<file path="config.mk">
export PLATFORM = sky130hd
export DESIGN_NAME = thr_fifo_dma
export DESIGN_NICKNAME = d
export VERILOG_FILES = /design/src/rtl/thrfifo_pkg.sv /design/src/rtl/thrfifo_store.sv /design/src/rtl/thrfifo_cfg.sv /design/src/rtl/thrfifo_level.sv /design/src/rtl/thr_fifo_dma.sv
export SDC_FILE = /design/constraint.sdc
export NUM_CORES = 1
export LEC_CHECK = 0
export ABC_AREA = 0
export BUFFER_PORTS_ARGS = -buffer_cell sky130_fd_sc_hd__buf_2
export CAP_MARGIN = 20
export CORE_ASPECT_RATIO = 1.2
export CORE_MARGIN = 1.5
export CORE_UTILIZATION = 40
export DETAILED_ROUTE_END_ITERATION = 10
export HOLD_SLACK_MARGIN = 0.1
export SYNTH_ARGS = -nofsm -noshare
export SYNTH_HDL_FRONTEND = slang
export SYNTH_SLANG_ARGS = --single-unit
export TNS_END_PERCENT = 5
</file>
<file path="constraint.sdc">
create_clock -name clk -period 4.25 [get_ports clk]
set_input_delay 0.85 -clock clk [delete_from_list [all_inputs] [get_ports clk]]
set_output_delay 0.85 -clock clk [all_outputs]
set_load 0.02 [all_outputs]
</file>
<file path="src/rtl/thrfifo_pkg.sv">
package thrfifo_pkg;
    localparam int unsigned DATA_W   = 16;
    localparam int unsigned DEPTH    = 32;
    localparam int unsigned PTR_W    = $clog2(DEPTH);
    localparam int unsigned CNT_W    = PTR_W + 1;
    localparam int unsigned CFG_W    = 16;
    localparam int unsigned RXEN_BIT = 15;
    localparam int unsigned AF_LSB   = 8;
    localparam int unsigned TXEN_BIT = 7;
    localparam int unsigned AE_LSB   = 0;

    typedef logic [DATA_W-1:0] word_t;
    typedef logic [PTR_W-1:0]  ptr_t;
    typedef logic [CNT_W-1:0]  cnt_t;
    typedef logic [CFG_W-1:0]  cfg_word_t;

    localparam cnt_t CNT_FULL = cnt_t'(DEPTH);

    typedef enum logic {
        DIR_TX = 1'b0,
        DIR_RX = 1'b1
    } xfer_dir_e;

    typedef struct packed {
        logic rx_dma_en;
        ptr_t af_lvl;
        logic tx_dma_en;
        ptr_t ae_lvl;
    } thr_cfg_t;

    localparam thr_cfg_t CFG_RESET = '{rx_dma_en: 1'b0, af_lvl: '1,
                                       tx_dma_en: 1'b0, ae_lvl: '0};

    typedef struct packed {
        logic req;
        logic flag;
    } svc_t;

    function automatic thr_cfg_t cfg_decode(cfg_word_t w);
        thr_cfg_t c;
        c.rx_dma_en = w[RXEN_BIT];
        c.af_lvl    = w[AF_LSB +: PTR_W];
        c.tx_dma_en = w[TXEN_BIT];
        c.ae_lvl    = w[AE_LSB +: PTR_W];
        return c;
    endfunction

    function automatic cfg_word_t cfg_encode(thr_cfg_t c);
        cfg_word_t w;
        w = '0;
        w[RXEN_BIT]          = c.rx_dma_en;
        w[AF_LSB +: PTR_W]   = c.af_lvl;
        w[TXEN_BIT]          = c.tx_dma_en;
        w[AE_LSB +: PTR_W]   = c.ae_lvl;
        return w;
    endfunction

    function automatic svc_t svc_route(logic hit, logic dma_en, logic idle);
        svc_t s;
        s.req  = !idle && hit && dma_en;
        s.flag = !idle && hit && !dma_en;
        return s;
    endfunction
endpackage

</file>
<file path="src/rtl/thrfifo_store.sv">
module thrfifo_store
    import thrfifo_pkg::*;
(
    input  logic  clk,
    input  logic  rst,
    input  logic  push,
    input  word_t push_data,
    input  logic  pop,
    output word_t head,
    output cnt_t  count_q,
    output cnt_t  count_d
);
    word_t mem [DEPTH];
    ptr_t  wr_ptr;
    ptr_t  rd_ptr;
    logic  push_ok;
    logic  pop_ok;

    assign push_ok = push && (count_q != CNT_FULL);
    assign pop_ok  = pop && (count_q != '0);
    assign count_d = count_q + cnt_t'(push_ok) - cnt_t'(pop_ok);
    assign head    = mem[rd_ptr];

    always_ff @(posedge clk) begin
        if (rst) begin
            for (int i = 0; i < int'(DEPTH); i++) mem[i] <= '0;
        end else if (push_ok) begin
            mem[wr_ptr] <= push_data;
        end
    end

    always_ff @(posedge clk) begin
        if (rst) begin
            wr_ptr  <= '0;
            rd_ptr  <= '0;
            count_q <= '0;
        end else begin
            if (push_ok) wr_ptr <= wr_ptr + ptr_t'(1);
            if (pop_ok)  rd_ptr <= rd_ptr + ptr_t'(1);
            count_q <= count_d;
        end
    end

    // the count never exceeds the depth
    p_no_overflow_r3: assert property (@(posedge clk) disable iff (rst)
        count_q <= CNT_FULL);

    // a push into a full buffer leaves count and write position unchanged
    p_full_push_r3: assert property (@(posedge clk) disable iff (rst)
        (count_q == CNT_FULL && push && !pop) |=> (count_q == CNT_FULL && $stable(wr_ptr)));

    // a pop from an empty buffer leaves count and read position unchanged
    p_empty_pop_r4: assert property (@(posedge clk) disable iff (rst)
        (count_q == '0 && pop && !push) |=> (count_q == '0 && $stable(rd_ptr)));
endmodule

</file>
<file path="src/rtl/thrfifo_cfg.sv">
module thrfifo_cfg
    import thrfifo_pkg::*;
(
    input  logic      clk,
    input  logic      rst,
    input  logic      wr_en,
    input  cfg_word_t wr_data,
    output thr_cfg_t  cfg_q,
    output thr_cfg_t  cfg_d,
    output cfg_word_t rd_data
);
    assign cfg_d   = wr_en ? cfg_decode(wr_data) : cfg_q;
    assign rd_data = cfg_encode(cfg_q);

    always_ff @(posedge clk) begin
        if (rst) cfg_q <= CFG_RESET;
        else     cfg_q <= cfg_d;
    end

    // configuration holds between writes
    p_cfg_hold_r5: assert property (@(posedge clk) disable iff (rst)
        !wr_en |=> $stable(cfg_q));
endmodule

</file>
<file path="src/rtl/thrfifo_level.sv">
module thrfifo_level
    import thrfifo_pkg::*;
#(
    parameter bit IS_RX = 1'b0
) (
    input  logic      clk,
    input  logic      rst,
    input  cnt_t      cnt_d,
    input  thr_cfg_t  cfg_d,
    input  xfer_dir_e dir,
    input  logic      active,
    output logic      req_q,
    output logic      flag_q
);
    logic hit;
    logic dma_en;
    logic idle;
    svc_t svc_d;

    generate
        if (IS_RX) begin : g_rx
            assign hit    = (dir == DIR_RX) && (cnt_d > {1'b0, cfg_d.af_lvl});
            assign dma_en = cfg_d.rx_dma_en;
        end else begin : g_tx
            assign hit    = (dir == DIR_TX) && (cnt_d < {1'b0, cfg_d.ae_lvl});
            assign dma_en = cfg_d.tx_dma_en;
        end
    endgenerate

    assign idle  = !active && (cnt_d == '0);
    assign svc_d = svc_route(hit, dma_en, idle);

    always_ff @(posedge clk) begin
        if (rst) begin
            req_q  <= 1'b0;
            flag_q <= 1'b0;
        end else begin
            req_q  <= svc_d.req;
            flag_q <= svc_d.flag;
        end
    end

    // a direction never shows both a DMA request and a flag
    p_req_flag_excl_r9: assert property (@(posedge clk) disable iff (rst)
        !(req_q && flag_q));

    // with DMA enabled the flag is clear after the edge
    p_dma_clears_flag_r9: assert property (@(posedge clk) disable iff (rst)
        dma_en |=> !flag_q);

    // idle and empty silences this direction
    p_idle_quiet_r8: assert property (@(posedge clk) disable iff (rst)
        idle |=> (!req_q && !flag_q));
endmodule

</file>
<file path="src/rtl/thr_fifo_dma.sv">
module thr_fifo_dma
    import thrfifo_pkg::*;
(
    input  logic        clk,
    input  logic        rst,
    input  logic        xfer_active,
    input  logic        rx_dir,
    input  logic        cpu_wr_en,
    input  logic [15:0] cpu_wr_data,
    input  logic        cpu_rd_en,
    output logic [15:0] cpu_rd_data,
    input  logic        eng_push_en,
    input  logic [15:0] eng_push_data,
    input  logic        eng_pop_en,
    output logic [15:0] eng_pop_data,
    input  logic        cfg_wr_en,
    input  logic [15:0] cfg_wr_data,
    output logic [15:0] cfg_rd_data,
    output logic        rx_dma_req,
    output logic        tx_dma_req,
    output logic        rx_thr_flag,
    output logic        tx_thr_flag
);
    localparam int unsigned N_DIR = 2;

    xfer_dir_e  dir;
    logic       push;
    word_t      push_data;
    logic       pop;
    word_t      head;
    cnt_t       count_q;
    cnt_t       count_d;
    thr_cfg_t   cfg_q;
    thr_cfg_t   cfg_d;
    logic [N_DIR-1:0] req_v;
    logic [N_DIR-1:0] flag_v;

    assign dir       = rx_dir ? DIR_RX : DIR_TX;
    assign push      = (dir == DIR_RX) ? eng_push_en   : cpu_wr_en;
    assign push_data = (dir == DIR_RX) ? eng_push_data : cpu_wr_data;
    assign pop       = (dir == DIR_RX) ? cpu_rd_en     : eng_pop_en;

    thrfifo_store u_store (
        .clk       (clk),
        .rst       (rst),
        .push      (push),
        .push_data (push_data),
        .pop       (pop),
        .head      (head),
        .count_q   (count_q),
        .count_d   (count_d)
    );

    thrfifo_cfg u_cfg (
        .clk     (clk),
        .rst     (rst),
        .wr_en   (cfg_wr_en),
        .wr_data (cfg_wr_data),
        .cfg_q   (cfg_q),
        .cfg_d   (cfg_d),
        .rd_data (cfg_rd_data)
    );

    // index 0 serves transmit, index 1 serves receive
    generate
        for (genvar g = 0; g < int'(N_DIR); g++) begin : g_lvl
            thrfifo_level #(.IS_RX(bit'(g))) u_lvl (
                .clk    (clk),
                .rst    (rst),
                .cnt_d  (count_d),
                .cfg_d  (cfg_d),
                .dir    (dir),
                .active (xfer_active),
                .req_q  (req_v[g]),
                .flag_q (flag_v[g])
            );
        end
    endgenerate

    assign cpu_rd_data  = head;
    assign eng_pop_data = head;
    assign tx_dma_req   = req_v[0];
    assign rx_dma_req   = req_v[1];
    assign tx_thr_flag  = flag_v[0];
    assign rx_thr_flag  = flag_v[1];

    // only the direction in force may raise service
    p_one_dir_r2: assert property (@(posedge clk) disable iff (rst)
        !((rx_dma_req || rx_thr_flag) && (tx_dma_req || tx_thr_flag)));

    // receive service needs more words than the almost-full level
    p_rx_level_r6: assert property (@(posedge clk) disable iff (rst)
        (rx_dma_req || rx_thr_flag) |-> (count_q > {1'b0, cfg_q.af_lvl}));

    // transmit service needs fewer words than the almost-empty level
    p_tx_level_r7: assert property (@(posedge clk) disable iff (rst)
        (tx_dma_req || tx_thr_flag) |-> (count_q < {1'b0, cfg_q.ae_lvl}));
endmodule

</file>
# ---- Word level (Yosys, flattened, before mapping)
# Memories as Yosys holds them, arrays and structs flattened. A register that Yosys moved wholly into a read port is not among the register bits.
# Cells that the tools add are included.
dict set report totals {
  wordCells 53
  ram_bits 512
  mem_count 1
  out_inout_bits 52
  in_bits 57
  regBits 32
}
dict set report op_classes {
  addsub 4
  n_lt_le_gt_ge 2
  bitwise 1
  n_mux 15
  n_reduce_logical 18
  n_eq_ne 1
}
# name words width read_ports rd_ports_with_merged_regs write_ports line
set mem_list {}
lappend mem_list {u_store.mem 32 16 1 1 32 thrfifo_store.sv:13} ;# word_t mem [DEPTH];
# operator n
set op_table {}
lappend op_table {{$mux 16} 2}
lappend op_table {{$reduce_or 16->1} 1}
lappend op_table {{$mux 5} 3}
lappend op_table {{$mux 12} 1}
lappend op_table {{$logic_and 1x1->1} 11}
lappend op_table {{$add 5x1->5 const B} 2}
lappend op_table {{$mux 1} 9}
lappend op_table {{$add 6x1->6} 1}
lappend op_table {{$gt 6x5->1} 1}
lappend op_table {{$logic_not 6->1} 1}
lappend op_table {{$lt 6x5->1} 1}
lappend op_table {{$ne 6x6->1 const B} 1}
lappend op_table {{$reduce_bool 6->1} 1}
lappend op_table {{$sub 6x1->6} 1}
lappend op_table {{$logic_not 1->1} 4}
lappend op_table {{$not 1->1} 1}

# ---- Logic depth before layout (Yosys ltp)
dict set report depth {
  word_depth 10
  mapped_depth 18
  depth_no_buf 18
}

# ---- Modules after synthesis
# A second synthesis with hierarchy kept.
dict set report unflattened {
  cells_unflattened 1832
  hier_area_um2 26331.5
}
# mod cells_per_inst instances area_per_inst_um2 seq_area_each_um2
set modules_own_cells {}
lappend modules_own_cells {thrfifo_store 1695 1 24940.2 15795.1}
lappend modules_own_cells {thrfifo_cfg 55 1 600.6 240.2}
lappend modules_own_cells {thr_fifo_dma 36 1 391.6 0.0}
lappend modules_own_cells {{thrfifo_level at g_lvl[1].u_lvl} 25 1 217.7 40.0}
lappend modules_own_cells {{thrfifo_level at g_lvl[0].u_lvl} 21 1 181.4 40.0}

# ---- Least setup slack after synthesis
# No wires, ideal clock.
dict set report synth_timing {
  path_type {input to register}
  start {input port rx_dir}
  end {register g_lvl[1].u_lvl.req_q}
  n_path_buf 0
  setup_time_ns 0.096
  path_stages 17
  setup_slack_ns 0.134
  arrival_ns 4.020
  required_ns 4.154
  path_cell_list {mux2i_1 a31oi_1 ha_1 inv_1 ha_1 inv_1 fa_1 nand2b_1 a22o_1 xnor2_1 ha_1 and4_1 nor2b_1 a21oi_1 a41oi_1 o21a_1 nor4b_1}
}
dict set report synth_between {
  elab_cells_between_ends 14
  classes_between {add/sub: 2; order compare: 1; mux: 3; reduce/logical: 8}
}
# element line
set synth_lines {}
lappend synth_lines {{start: declaration} thr_fifo_dma.sv:7} ;# input logic rx_dir,
lappend synth_lines {{$mux 1 (*)} thr_fifo_dma.sv:38} ;# assign dir = rx_dir ? DIR_RX : DIR_TX;
lappend synth_lines {{$mux 1 (*)} thr_fifo_dma.sv:41} ;# assign pop = (dir == DIR_RX) ? cpu_rd_en : eng_pop_en;
lappend synth_lines {{$logic_and 1x1->1 (*)} thrfifo_store.sv:20} ;# assign pop_ok = pop && (count_q != '0);
lappend synth_lines {{via u_store.pop_ok} thrfifo_store.sv:17} ;# logic pop_ok;
lappend synth_lines {{$sub 6x1->6 (*)} thrfifo_store.sv:21} ;# assign count_d = count_q + cnt_t'(push_ok) - cnt_t'(pop_ok);
lappend synth_lines {{via count_d[4]} thr_fifo_dma.sv:32} ;# cnt_t count_d;
lappend synth_lines {{branches (longest 3 deep; another with $gt 6x5->1)} n/a}
lappend synth_lines {{$logic_and 1x1->1 (*) (2 in series)} thrfifo_pkg.sv:60} ;# s.req = !idle && hit && dma_en;
lappend synth_lines {{end signal: assignment} thrfifo_level.sv:38} ;# req_q <= svc_d.req;
lappend synth_lines {{end: declaration} thrfifo_level.sv:12} ;# output logic req_q,
# Mark *: on every way through the listed nets, which the timed path passes.
# A chain may end at the register's enable or synchronous reset.

==> results <==
- The number of antenna diodes in the final layout is 0.
- The initial antenna violation count is 0.
- Gates resized during post-CTS repair numbered 0.
- The number of levels in the clock H-tree is 2.
- The clock period minus final worst setup slack is 4.08 ns.
- Entering global routing, the biggest net connects 69 pins.
- The detailed router placed 13800 vias in this run.
- The required time reported for the critical path endpoint is 3.40 ns.
- The register-to-register path setup slack is 0.43 ns.
- From left edge to right edge, the die measures 227 um.
- The worst hold path begins at u_store.rd_ptr[4]$_SDFFE_PP0P_.
- The cell area that synthesis handed to floorplanning was 24100 um^2.
- During I/O placement, the number of pins put on the boundary was 109.
- The placeable core area is 59600 um^2.
- The tree is rooted in a sky130_fd_sc_hd__clkbuf_16.
- The detailed-router iteration count before antenna repair is 5.
- The number of sinks on the clock net is 549.
- The share of total power in combinational logic is 25.1%.
- The row count is 98.
- The pin slew with the least headroom to its limit is 0.985 ns.
- The final clock period utilization by the worst path is 96.1%.
- The HPWL after detailed placement is 38100 um.
- The initial utilization of the core area, before any placement, comes to 40.5%.
- The register share of total power is 43.5%.
- For this run, the post-layout net count is 1818.
- In this run the power density over the cells is 527 nW/um^2.
- Across the run, the number of max-cap violations was 0.
- The flip-flop and latch count after synthesis is 549.
- The first global-routing pass estimated 87400 um of wire.
- The global placer's final weighted congestion is 0.811.
- The post-route clock skew is 0.0201 ns.
- The average vias per placed instance is 5.33.
- The clock tree from TritonCTS is built.
- For this block, the routed nets add up to 59600 um of wire.
- The clock slew at the register clock pins of the worst setup and hold paths is 0.06 ns.
- The proportion of register bits with asynchronous set or reset after synthesis is 0%.
- The layout overhead on the synthesized area is 14.5%.
- The die covers 61800 um^2.
- The number of buffers inserted by port buffering is 100.
- The largest fanout of any net on the critical path is 15.
- The residual DRC count is 0.
- Static timing analysis puts the maximum clock frequency at 0.245 GHz.
- The analysis attributes to net switching a power of 0.00422 W.
- The predominant post-synthesis flop cell is sky130_fd_sc_hd__edfxtp_1.
- The startpoint class of the critical path is a register.
- The count of antenna-violating nets left after detailed routing is 0.
- The final total negative setup slack is 0 ns.
- The number of enable-type register cells in the synthesized netlist is 512.
- A synthesized cell averages 14.7 um^2.
- The overall track demand over capacity in global routing is 19.5%.
- The worst-case vdd ir drop is 0.321 mV.
- Net switching is 29.0% of the power.
- The worst-case reg-to-reg path depth is 18.
- STA classifies the critical path endpoint as an output pin.
- In this run the tightest slew margin relative to its limit is 34.2%.
- The fraction of the yosys area taken by sequential cells is 66.8%.
- The worst register-to-register path ends at g_lvl[1].u_lvl.req_q$_SDFF_PP0_.
- Synthesis produced a netlist whose cell count is 1636.
- The post-CTS setup repair buffer count is 0.
- In this design, the largest share of critical-path delay is due to multiplexers.
- The number of CTS-inserted buffers is 54.
- Among the stages of the critical path, the cell type that occurs most often is sky130_fd_sc_hd__mux4_2.
- The number of distinct standard cells referenced by the synthesized netlist is 43.
- The design internal power is 0.0103 W.
- The max-slew violation total from the final report is 0.
- After detailed routing, the average wire length per cell comes to 23.1 um.
- The path type of the worst setup path is reg2out.
- The path class of the tightest hold or removal check is reg2reg.
- Global routing finished with a remaining overflow of 0.
- Yosys printed 0 warnings.
- Together, buffers and inverters on the worst path number 2.
- The final core area utilization is 46.4%.
- For this design, the CTS-stage hold fixing added 0 buffers.
- Setup repair after global routing left no endpoint under its margin.
- The first routing iteration left 1286 violations.
- For this design the static power due to leakage is 9.79 nW.
- The fraction of layout cells with a size suffix above 1 is 26.0%.
- The die is 272 um tall.
- Setup violations remaining at the end of the flow were counted as 0.
- The startpoint identified for the worst register-to-register timing path is u_store.count_q[2]$_SDFF_PP0_.
- For the worst-skew pair, the clock arrives at the later sink with an insertion delay of 0.62 ns.
- The clock network is responsible for 31.4% of the overall power.
- The endpoint arrival time on the critical path is 3.23 ns.
- The via count of the first global-routing pass came to 14000.
- The run finished with clean final reports.
- The deepest clock path buffer count is 3.
- Traced cell by cell, the critical path runs through buf_4, mux4_2, mux4_2, mux2_2, buf_2.
- The slowest library cell on the worst path is sky130_fd_sc_hd__mux4_2.
- The number of hold violations in the final report is 0.
- The worst hold path depth is 2.
- In this run the number of cells on the critical path is 5.
- The maximum single-stage delay on the critical path is 0.61 ns.
-- power by group through the flow --
stage | clock [W] | combinational, W | sequential (W)
global route | 0.00486 | 0.00392 | 0.00636
CTS | 0.00466 | 0.00369 | 0.00634
floorplan | 0 | 0.00258 | 0.00636
global placement | 0 | 0.00362 | 0.00643
finish | 0.00458 | 0.00366 | 0.00633
detailed placement | 0 | 0.00367 | 0.00645
-- cell usage in the layout, fill, tap and decap left out, drive strengths merged, types with 2 or more instances in the layout --
master  count
conb        4
edfxtp    512
clkbuf     84
or2         3
xnor2       5
nand2      38
mux2       17
inv        17
nor2b       3
mux4      160
o21ai       4
mux2i      32
nor4b       2
clkinv     12
nor2      549
nand2b     44
dfxtp      37
a21oi       6
buf       196
nor3        5
and2        4
nand4       4
xor2        6
ha         21
-- worst min-delay path: cells and delay by family, from the launching register on --
kind | cells | cell delay (ns)
DFF | 1 | 0.32
and+or+nand+nor | 1 | 0.07
xor gates and xnor gates | 1 | 0.08
-- synth_stat cells, drive strengths merged (2+ instances only) --
master	count	area [um^2]
nand4	4	25.0
a21oi	6	30.0
xor2	6	52.6
nand2b	44	275
or2	3	18.8
buf	44	274
edfxtp	512	15400
xnor2	5	43.8
nor4b	2	17.5
mux4	160	3600
nor2	549	2060
nor3	5	25.0
o21ai	4	20.0
nor2b	3	18.8
mux2	17	191
nand2	38	143
ha	21	263
dfxtp	37	741
inv	14	52.6
mux2i	32	320
and2	4	25.0
clkbuf	108	405
-- routing by layer --
metal	GRT usage [%]	vias up	wire length (um)
met4	7.42	0	2190
met5	0	-	0
met3	2.59	82	3880
met2	31.9	513	29200
met1	26.3	7038	24300
li1	-	6143	-
-- sequential cells by signal (all words and copies together) (netlist names), named ones only --
signal / flops
g_lvl.u_lvl.flag_q: 2
u_store.wr_ptr: 5
u_store.count_q: 6
u_cfg.cfg_q: 12
u_store.rd_ptr: 5
u_store.mem: 512
g_lvl.u_lvl.req_q: 2
-- cell type report --
type	instances	area [um^2]
Inverter	14	52.6
Clock inverter	16	140
Tap cell	800	1000
Fill cell	5269	32000
Multi-Input combinational cell	924	7490
Clock buffer	84	1510
Timing Repair Buffer	196	1310
Sequential cell	549	16100
-- cells by family after synthesis --
logic type,count (synthesis),share of synthesized area [%]
adders and majority gates,22,1.17
muxes,209,17.1
xor gates and xnor gates,11,0.399
other,1,0.0155
and+or+nand+nor,659,11.0
AOI/OAI and AO/OA,19,0.503
DFF,549,66.8
buffers and inverters,166,3.03
-- stage by stage --
stage               power [W]  std cells  setup WS, ns  hold WS, ns  area (um^2)
floorplan             0.00894       1639         0.134        0.472        24100
global placement       0.0101       2483        0.0621        0.492        26000
detailed placement     0.0101       2483       -0.0540        0.498        26000
CTS                    0.0147       2583         0.136        0.495        27600
global route           0.0151       2583        0.0670        0.533        27600
finish                 0.0146       2583         0.166        0.504        27600
-- worst max-delay path by stage --
stage	startpoint	end	slack (ns)
floorplan	rx_dir	g_lvl[1].u_lvl.req_q$_SDFF_PP0_	0.13
global route	register	cpu_rd_data[7]	0.07
detailed placement	rx_dir	g_lvl[1].u_lvl.req_q$_SDFF_PP0_	-0.05
finish	register	eng_pop_data[5]	0.17
global placement	rx_dir	g_lvl[1].u_lvl.req_q$_SDFF_PP0_	0.06
CTS	register	eng_pop_data[7]	0.14
Note: power is estimated with default switching activity, not from simulation.
